File: src/rtl/ata_pio_pkg.sv
package ata_pio_pkg;
  typedef enum logic [2:0] {
    PH_IDLE   = 3'd0,
    PH_SETUP  = 3'd1,
    PH_STROBE = 3'd2,
    PH_HOLD   = 3'd3,
    PH_RECOV  = 3'd4
  } pio_phase_e;
endpackage

File: src/rtl/ata_pio_sync.sv
module ata_pio_sync #(
  parameter int STAGES = 2
) (
  input  logic clk,
  input  logic rst,
  input  logic d,
  output logic q
);
  logic [STAGES-1:0] chain;

  generate
    for (genvar i = 0; i < STAGES; i++) begin : g_stage
      if (i == 0) begin : g_first
        always_ff @(posedge clk) begin
          if (rst) chain[i] <= 1'b0;
          else     chain[i] <= d;
        end
      end else begin : g_next
        always_ff @(posedge clk) begin
          if (rst) chain[i] <= 1'b0;
          else     chain[i] <= chain[i-1];
        end
      end
    end
  endgenerate

  assign q = chain[STAGES-1];
endmodule

File: src/rtl/ata_pio_interval.sv
module ata_pio_interval #(
  parameter int TW = 8
) (
  input  logic          clk,
  input  logic          rst,
  input  logic          load,
  input  logic [TW-1:0] len,
  output logic          expired
);
  logic [TW-1:0] cnt;

  always_ff @(posedge clk) begin
    if (rst) begin
      cnt <= '0;
    end else if (load) begin
      cnt <= (len == '0) ? '0 : len - 1'b1;
    end else if (cnt != '0) begin
      cnt <= cnt - 1'b1;
    end
  end

  assign expired = (cnt == '0);

  p_count_moves_r11: assert property (@(posedge clk) disable iff (rst)
    (!load && cnt != '0) |=> (cnt < $past(cnt)));
endmodule

File: src/rtl/ata_pio_phase_fsm.sv
module ata_pio_phase_fsm
  import ata_pio_pkg::*;
(
  input  logic       clk,
  input  logic       rst,
  input  logic       start,
  input  logic       we_in,
  input  logic       we_q,
  input  logic       wait_en_q,
  input  logic       rdy_s,
  input  logic       expired,
  output pio_phase_e phase,
  output pio_phase_e nxt_phase,
  output logic       load,
  output logic       accept,
  output logic       rd_strobe,
  output logic       wr_strobe,
  output logic       bus_oe,
  output logic       latch_pulse,
  output logic       cycle_done
);
  logic advance;

  assign accept  = (phase == PH_IDLE) && start;
  assign advance = expired && ((phase != PH_STROBE) || !wait_en_q || rdy_s);

  always_comb begin
    nxt_phase = phase;
    load      = 1'b0;
    unique case (phase)
      PH_IDLE:   if (start)   begin nxt_phase = PH_SETUP;  load = 1'b1; end
      PH_SETUP:  if (advance) begin nxt_phase = PH_STROBE; load = 1'b1; end
      PH_STROBE: if (advance) begin nxt_phase = PH_HOLD;   load = 1'b1; end
      PH_HOLD:   if (advance) begin nxt_phase = PH_RECOV;  load = 1'b1; end
      PH_RECOV:  if (advance) begin nxt_phase = PH_IDLE; end
      default:   nxt_phase = PH_IDLE;
    endcase
  end

  always_ff @(posedge clk) begin
    if (rst) begin
      phase       <= PH_IDLE;
      rd_strobe   <= 1'b0;
      wr_strobe   <= 1'b0;
      bus_oe      <= 1'b0;
      latch_pulse <= 1'b0;
      cycle_done  <= 1'b0;
    end else begin
      phase       <= nxt_phase;
      rd_strobe   <= (nxt_phase == PH_STROBE) && !we_q;
      wr_strobe   <= (nxt_phase == PH_STROBE) && we_q;
      latch_pulse <= (phase == PH_STROBE) && advance && !we_q;
      cycle_done  <= (phase == PH_RECOV) && advance;
      if (accept)
        bus_oe <= we_in;
      else if ((phase == PH_HOLD) && advance)
        bus_oe <= 1'b0;
    end
  end

  p_strobe_excl_r3: assert property (@(posedge clk) disable iff (rst)
    !(rd_strobe && wr_strobe));
  p_wr_dir_r3: assert property (@(posedge clk) disable iff (rst)
    wr_strobe |-> we_q);
  p_wait_holds_r4: assert property (@(posedge clk) disable iff (rst)
    (phase == PH_STROBE && wait_en_q && !rdy_s) |=> (rd_strobe || wr_strobe));
  p_latch_single_r6: assert property (@(posedge clk) disable iff (rst)
    latch_pulse |=> !latch_pulse);
  p_latch_read_r6: assert property (@(posedge clk) disable iff (rst)
    latch_pulse |-> !we_q);
  p_oe_not_read_r7: assert property (@(posedge clk) disable iff (rst)
    rd_strobe |-> !bus_oe);
  p_done_single_r8: assert property (@(posedge clk) disable iff (rst)
    cycle_done |=> !cycle_done);
  p_done_idle_r8: assert property (@(posedge clk) disable iff (rst)
    cycle_done |-> (phase == PH_IDLE) && !bus_oe);
endmodule

File: src/rtl/ata_pio_cycle_seq.sv
module ata_pio_cycle_seq
  import ata_pio_pkg::*;
#(
  parameter int TW          = 8,
  parameter int DEF_SETUP   = 6,
  parameter int DEF_STROBE  = 28,
  parameter int DEF_HOLD    = 2,
  parameter int DEF_RECOV   = 23,
  parameter int SYNC_STAGES = 2
) (
  input  logic          clk,
  input  logic          rst,
  input  logic          start,
  input  logic          dir_write,
  input  logic          rdy_wait_en,
  input  logic          iordy,
  input  logic [TW-1:0] t_setup,
  input  logic [TW-1:0] t_strobe,
  input  logic [TW-1:0] t_hold,
  input  logic [TW-1:0] t_recov,
  output logic          rd_strobe,
  output logic          wr_strobe,
  output logic          bus_oe,
  output logic          latch_pulse,
  output logic          cycle_done
);
  localparam logic [TW-1:0] RST_SETUP  = TW'(DEF_SETUP);
  localparam logic [TW-1:0] RST_STROBE = TW'(DEF_STROBE);
  localparam logic [TW-1:0] RST_HOLD   = TW'(DEF_HOLD);
  localparam logic [TW-1:0] RST_RECOV  = TW'(DEF_RECOV);

  logic [TW-1:0] setup_q, strobe_q, hold_q, recov_q;
  logic          we_q, wait_en_q;
  logic          rdy_s, expired, load, accept;
  logic [TW-1:0] len_sel;
  pio_phase_e    phase, nxt_phase;

  // Interval shadow: captured on the accepting edge only.
  always_ff @(posedge clk) begin
    if (rst) begin
      setup_q   <= RST_SETUP;
      strobe_q  <= RST_STROBE;
      hold_q    <= RST_HOLD;
      recov_q   <= RST_RECOV;
      we_q      <= 1'b0;
      wait_en_q <= 1'b0;
    end else if (accept) begin
      setup_q   <= t_setup;
      strobe_q  <= t_strobe;
      hold_q    <= t_hold;
      recov_q   <= t_recov;
      we_q      <= dir_write;
      wait_en_q <= rdy_wait_en;
    end
  end

  // Length for the phase being entered; setup comes straight from the inputs.
  always_comb begin
    unique case (nxt_phase)
      PH_SETUP:  len_sel = t_setup;
      PH_STROBE: len_sel = strobe_q;
      PH_HOLD:   len_sel = hold_q;
      PH_RECOV:  len_sel = recov_q;
      default:   len_sel = '0;
    endcase
  end

  ata_pio_sync #(.STAGES(SYNC_STAGES)) u_rdy_sync (
    .clk (clk),
    .rst (rst),
    .d   (iordy),
    .q   (rdy_s)
  );

  ata_pio_interval #(.TW(TW)) u_interval (
    .clk     (clk),
    .rst     (rst),
    .load    (load),
    .len     (len_sel),
    .expired (expired)
  );

  ata_pio_phase_fsm u_fsm (
    .clk         (clk),
    .rst         (rst),
    .start       (start),
    .we_in       (dir_write),
    .we_q        (we_q),
    .wait_en_q   (wait_en_q),
    .rdy_s       (rdy_s),
    .expired     (expired),
    .phase       (phase),
    .nxt_phase   (nxt_phase),
    .load        (load),
    .accept      (accept),
    .rd_strobe   (rd_strobe),
    .wr_strobe   (wr_strobe),
    .bus_oe      (bus_oe),
    .latch_pulse (latch_pulse),
    .cycle_done  (cycle_done)
  );

  p_busy_start_ignored_r9: assert property (@(posedge clk) disable iff (rst)
    (phase != PH_IDLE && start) |=> $stable(we_q) && $stable(strobe_q));
  p_shadow_held_r10: assert property (@(posedge clk) disable iff (rst)
    (phase != PH_IDLE) |=> $stable(setup_q) && $stable(hold_q) && $stable(recov_q));
endmodule

File: config.mk
export PLATFORM = sky130hd
export DESIGN_NAME = ata_pio_cycle_seq
export DESIGN_NICKNAME = d
export VERILOG_FILES = /design/src/rtl/ata_pio_pkg.sv /design/src/rtl/ata_pio_sync.sv /design/src/rtl/ata_pio_interval.sv /design/src/rtl/ata_pio_phase_fsm.sv /design/src/rtl/ata_pio_cycle_seq.sv
export SDC_FILE = /design/constraint.sdc
export NUM_CORES = 1
export LEC_CHECK = 0
export ABC_AREA = 1
export BUFFER_PORTS_ARGS = -buffer_cell sky130_fd_sc_hd__buf_2
export CAP_MARGIN = 20
export CORE_MARGIN = 2
export CORE_UTILIZATION = 50
export DETAILED_ROUTE_END_ITERATION = 16
export GPL_TIMING_DRIVEN = 0
export HOLD_SLACK_MARGIN = 0.12
export PLACE_DENSITY = 0.77
export SYNTH_ARGS = -nofsm -noshare
export SYNTH_HDL_FRONTEND = slang
export SYNTH_SLANG_ARGS = --single-unit
File: constraint.sdc
create_clock -name clk -period 3.2 [get_ports clk]
set_input_delay 0.16 -clock clk [delete_from_list [all_inputs] [get_ports clk]]
set_output_delay 0.16 -clock clk [all_outputs]
set_load 0.05 [all_outputs]
==> metrics.txt <==
final period demand of the worst path approximately 2600 ps; Post-Syn Nets about 370; count of endpoints failing hold in the final timing report 0; Max clock buf depth 2; category of the critical setup timing path reg2reg; Max Clock Skew 7.70 ps; die area 5170 sq um; Syn Area/Cell 7.01 sq um; maximum fanout along the worst path 10; CTS root buffer sky130_fd_sc_hd__clkbuf_8; Worst R2R End u_interval.cnt[4]$_SDFFE_PP0P_; port buffer count 41; DP Cell Count 422; met2 Resource Use GR 36.0%; initial antenna violation count 0; placeable core region ~4400 sq um; detailed-route DRC error count 0; area of the mapped netlist roughly 2300 sq um; clock transition at the register clock pins on the worst setup and hold paths after CTS 80 ps; setup TNS after final layout 0 ps; Vert. Die Dim 71.9 um; power density cells 740 nW/um^2; clock buffer count from CTS 5; relative contribution of sequential cells to total power 33.9%; Achievable Freq 0.380 GHz; Critical Path End Type flip-flop; remaining number of nets flagged by the antenna check after routing 0; via count of the first global-routing pass 2,097; Worst setup startpoint u_interval.cnt[0]$_SDFFE_PP0P_; Congestion Overflow GR 0; Yosys cell types 30; total number of H-tree levels 2; Critical Path AT 2820 ps; setup fix buffers added after clock tree synthesis 0; die span in x 71.9 um; number of standard-cell rows in the floorplan 24; max-cap violations 0; number of top-level design ports 43; source-to-sink clock delay at the later pin of the worst-skew pair 300 ps; Critical path destination u_interval.cnt[4]$_SDFFE_PP0P_; Crit Reg-Reg Startpoint u_interval.cnt[0]$_SDFFE_PP0P_; Routed WL per cell between 10 and 15 um; most used routing layer in global routing met2; number of cells traversed by the worst register-to-register path 17; setup violation total in the final timing report 0; maximum number of pins on one net before global-route repair 14; initial cell density of the core 52.6%; post-detail-place hpwl about 3700 um; Worst slew margin 70.0%; number of antenna diodes 0; final instance area approximately 2800 sq um; layout-stage area growth over the synthesis result 22.6%; met3 GRT Util 3.89%; WP data required 3390 ps; Lkg Pwr 1.34 nW; RSZ-0062 raised after global routing no; startpoint of the most critical hold path t_hold[3]; Iter 0 DRT Violations 121; overall fraction of global-route tracks in use 22.0%; final-report max-slew violation count 0; worst hold-check path type in2reg; global-route met1 utilization between 20 and 30%; register area share after synthesis 38.2%; RD Place Congestion between 0.7 and 0.8; post-synthesis register bit count 44; vias after detailed routing 2,241; post-DR vias/cell ~5.0; Placement Cell Area 2580 sq um; ratio of cells with drive above 1 in the final layout 19.8%; post-cts sizing count 0; Final period util around 82%; clock tree from TritonCTS done; P_sw about 0.9 mW; synthesized instance count about 330; yosys synthesis warning count 0; switching power as a share of total power 43.3%; transition time of the tightest slew-check pin ~450 ps; Startpoint Class flip-flop; P_int 1.19 mW; Peak VDD IR roughly 0.42 mV; combinational fraction of design power 50.0%; Min Hold Slack 117 ps; clock share of power 16.2%; first-pass GRT wire length 8940 um; total detailed-routing wirelength 5100 um; outcome finished, final reports clean; reg2reg setup slack 570 ps; Cell Count, Final, Fillers Out 446; count of clock tree sinks 44; number of nets in the layout 436; number of search-and-repair iterations in the first detailed-routing pass 4
[cell type report]
type	instances	area, sq um
fillers	395	1560
multi-input cells	250	1290
clock buffers	5	68.8
flip-flops and latches	44	881
inverters	25	93.8
repair buffers	58	375
clock inverters	2	12.5
plain buffers	10	45.0
well taps	52	65.1
[stage by stage]
step                utilization (%)  worst slack, ps  total power, mW
floorplan                         -              900             1.55
global placement               58.8              596             1.73
detailed placement             58.8              569             1.75
CTS                            64.5              551             2.10
global route                   64.5              280             2.28
finish                         64.5              570             2.09
[cells in the mapped netlist]
master | n | area, sq um
sky130_fd_sc_hd__clkinv_1 | 1 | 3.75
sky130_fd_sc_hd__nand2_4 | 2 | 22.5
sky130_fd_sc_hd__nor3_1 | 5 | 25.0
sky130_fd_sc_hd__nand3b_1 | 2 | 15.0
sky130_fd_sc_hd__o21ba_1 | 1 | 10.0
sky130_fd_sc_hd__a21oi_1 | 9 | 45.0
sky130_fd_sc_hd__inv_2 | 1 | 3.75
sky130_fd_sc_hd__buf_6 | 1 | 11.3
sky130_fd_sc_hd__nand2_1 | 75 | 282
sky130_fd_sc_hd__dfxtp_1 | 44 | 881
sky130_fd_sc_hd__nand3_2 | 3 | 30.0
sky130_fd_sc_hd__o21a_1 | 1 | 7.51
sky130_fd_sc_hd__a21oi_4 | 1 | 16.3
sky130_fd_sc_hd__ha_1 | 4 | 50.1
sky130_fd_sc_hd__o31ai_1 | 2 | 15.0
sky130_fd_sc_hd__nand3_1 | 34 | 170
sky130_fd_sc_hd__nor2_4 | 6 | 67.6
sky130_fd_sc_hd__nor2_1 | 56 | 210
sky130_fd_sc_hd__xnor2_1 | 3 | 26.3
sky130_fd_sc_hd__xor2_1 | 1 | 8.76
sky130_fd_sc_hd__nor2_2 | 7 | 43.8
sky130_fd_sc_hd__inv_1 | 23 | 86.3
sky130_fd_sc_hd__o22ai_1 | 1 | 6.26
sky130_fd_sc_hd__nand4_1 | 2 | 12.5
sky130_fd_sc_hd__o21ai_1 | 1 | 5.00
sky130_fd_sc_hd__nand2_2 | 6 | 37.5
sky130_fd_sc_hd__nor2_8 | 1 | 20.0
sky130_fd_sc_hd__nand3_4 | 2 | 35.0
sky130_fd_sc_hd__clkbuf_1 | 9 | 33.8
sky130_fd_sc_hd__o21ai_0 | 25 | 125
[sequential cells by signal (all words and copies together) (netlist names)]
register	count
u_fsm.bus_oe	1
u_interval.cnt	8
hold_q	8
u_fsm.wr_strobe	1
u_rdy_sync.chain	1
strobe_q	8
u_fsm.latch_pulse	1
recov_q	8
wait_en_q	1
we_q	1
u_rdy_sync.q	1
u_fsm.rd_strobe	1
u_fsm.cycle_done	1
u_fsm.phase	3
[metal layers]
metal  up-vias  wire length, um
met3        12              155
met4         0              142
met2        47             2330
met5         -                0
li1       1193                -
met1       989             2480
[worst min path at each step]
stage,to,slack [ps],depth (start not counted)
final,hold_q[3]$_SDFFE_PP0P_,120,3
after global routing,recov_q[5]$_SDFFE_PP0P_,140,3
after floorplan,u_rdy_sync.chain[0]$_SDFF_PP0_,270,2
after global placement,recov_q[2]$_SDFFE_PP1P_,360,3
after CTS,recov_q[5]$_SDFFE_PP0P_,120,3
after detailed placement,recov_q[2]$_SDFFE_PP1P_,360,3
[cells by family (layout without fill, tap and decap cells)]
kind of cell             count (synthesis)  in the layout  synth area share (%)
buffers and inverters                   35            100                  6.02
XOR/XNOR                                 4              4                  1.52
AND/OR/NAND/NOR                        201            201                  42.1
AO/OA/AOI/OAI                           41             41                  9.98
adder cells (fa/ha/maj)                  4              4                  2.17
flip-flops                              44             44                  38.2
[placed cells by master (no fill, tap or decap), types with 2 or more instances in the layout]
master                          instances
sky130_fd_sc_hd__inv_1                 23
sky130_fd_sc_hd__clkbuf_8               5
sky130_fd_sc_hd__nor3_1                 5
sky130_fd_sc_hd__dfxtp_1               44
sky130_fd_sc_hd__nor2_1                56
sky130_fd_sc_hd__nand3_1               34
sky130_fd_sc_hd__o21ai_0               25
sky130_fd_sc_hd__buf_2                 41
sky130_fd_sc_hd__ha_1                   4
sky130_fd_sc_hd__clkbuf_1               9
sky130_fd_sc_hd__nand4_1                2
sky130_fd_sc_hd__xnor2_1                3
sky130_fd_sc_hd__nand2_4                2
sky130_fd_sc_hd__nor2_2                 7
sky130_fd_sc_hd__nor2_4                 6
sky130_fd_sc_hd__nand2_2                6
sky130_fd_sc_hd__a21oi_1                9
sky130_fd_sc_hd__nand3_2                3
sky130_fd_sc_hd__nand2_1               75
sky130_fd_sc_hd__nand3b_1               2
sky130_fd_sc_hd__nand3_4                2
sky130_fd_sc_hd__o31ai_1                2
sky130_fd_sc_hd__dlygate4sd3_1         17
[critical path, cell delays in order (launching register included)]
cell and delay, ps:
sky130_fd_sc_hd__dfxtp_1 320, sky130_fd_sc_hd__inv_1 110, sky130_fd_sc_hd__ha_1 180, sky130_fd_sc_hd__nand2_2 110
sky130_fd_sc_hd__nor2_8 200, sky130_fd_sc_hd__nand2_4 110, sky130_fd_sc_hd__nand2_2 90, sky130_fd_sc_hd__nand3_4 130
sky130_fd_sc_hd__buf_6 190, sky130_fd_sc_hd__nand3_1 80, sky130_fd_sc_hd__nand2_1 60, sky130_fd_sc_hd__nor2_2 200
sky130_fd_sc_hd__ha_1 270, sky130_fd_sc_hd__nand3_1 110, sky130_fd_sc_hd__xnor2_1 170, sky130_fd_sc_hd__nor2_1 60
sky130_fd_sc_hd__nor2_1 80, sky130_fd_sc_hd__nor2_1 50
[power groups by stage]
stage                     Sequential (mW)  Clock (mW)  Combinational, mW
final                               0.709       0.339               1.05
after global routing                0.722       0.364               1.20
after CTS                           0.708       0.342               1.05
after detailed placement            0.721           0               1.03
after global placement              0.719           0               1.01
after floorplan                     0.718           0              0.837
[timing repair]
| item | 4_1_cts | 5_1_grt |
|---|---|---|
| endpoints found under the setup margin | 0 | 0 |
| hold endpoints to repair | 17 | 0 |
| hold buffers | 17 | 0 |
(Power assumes the default switching activity.)
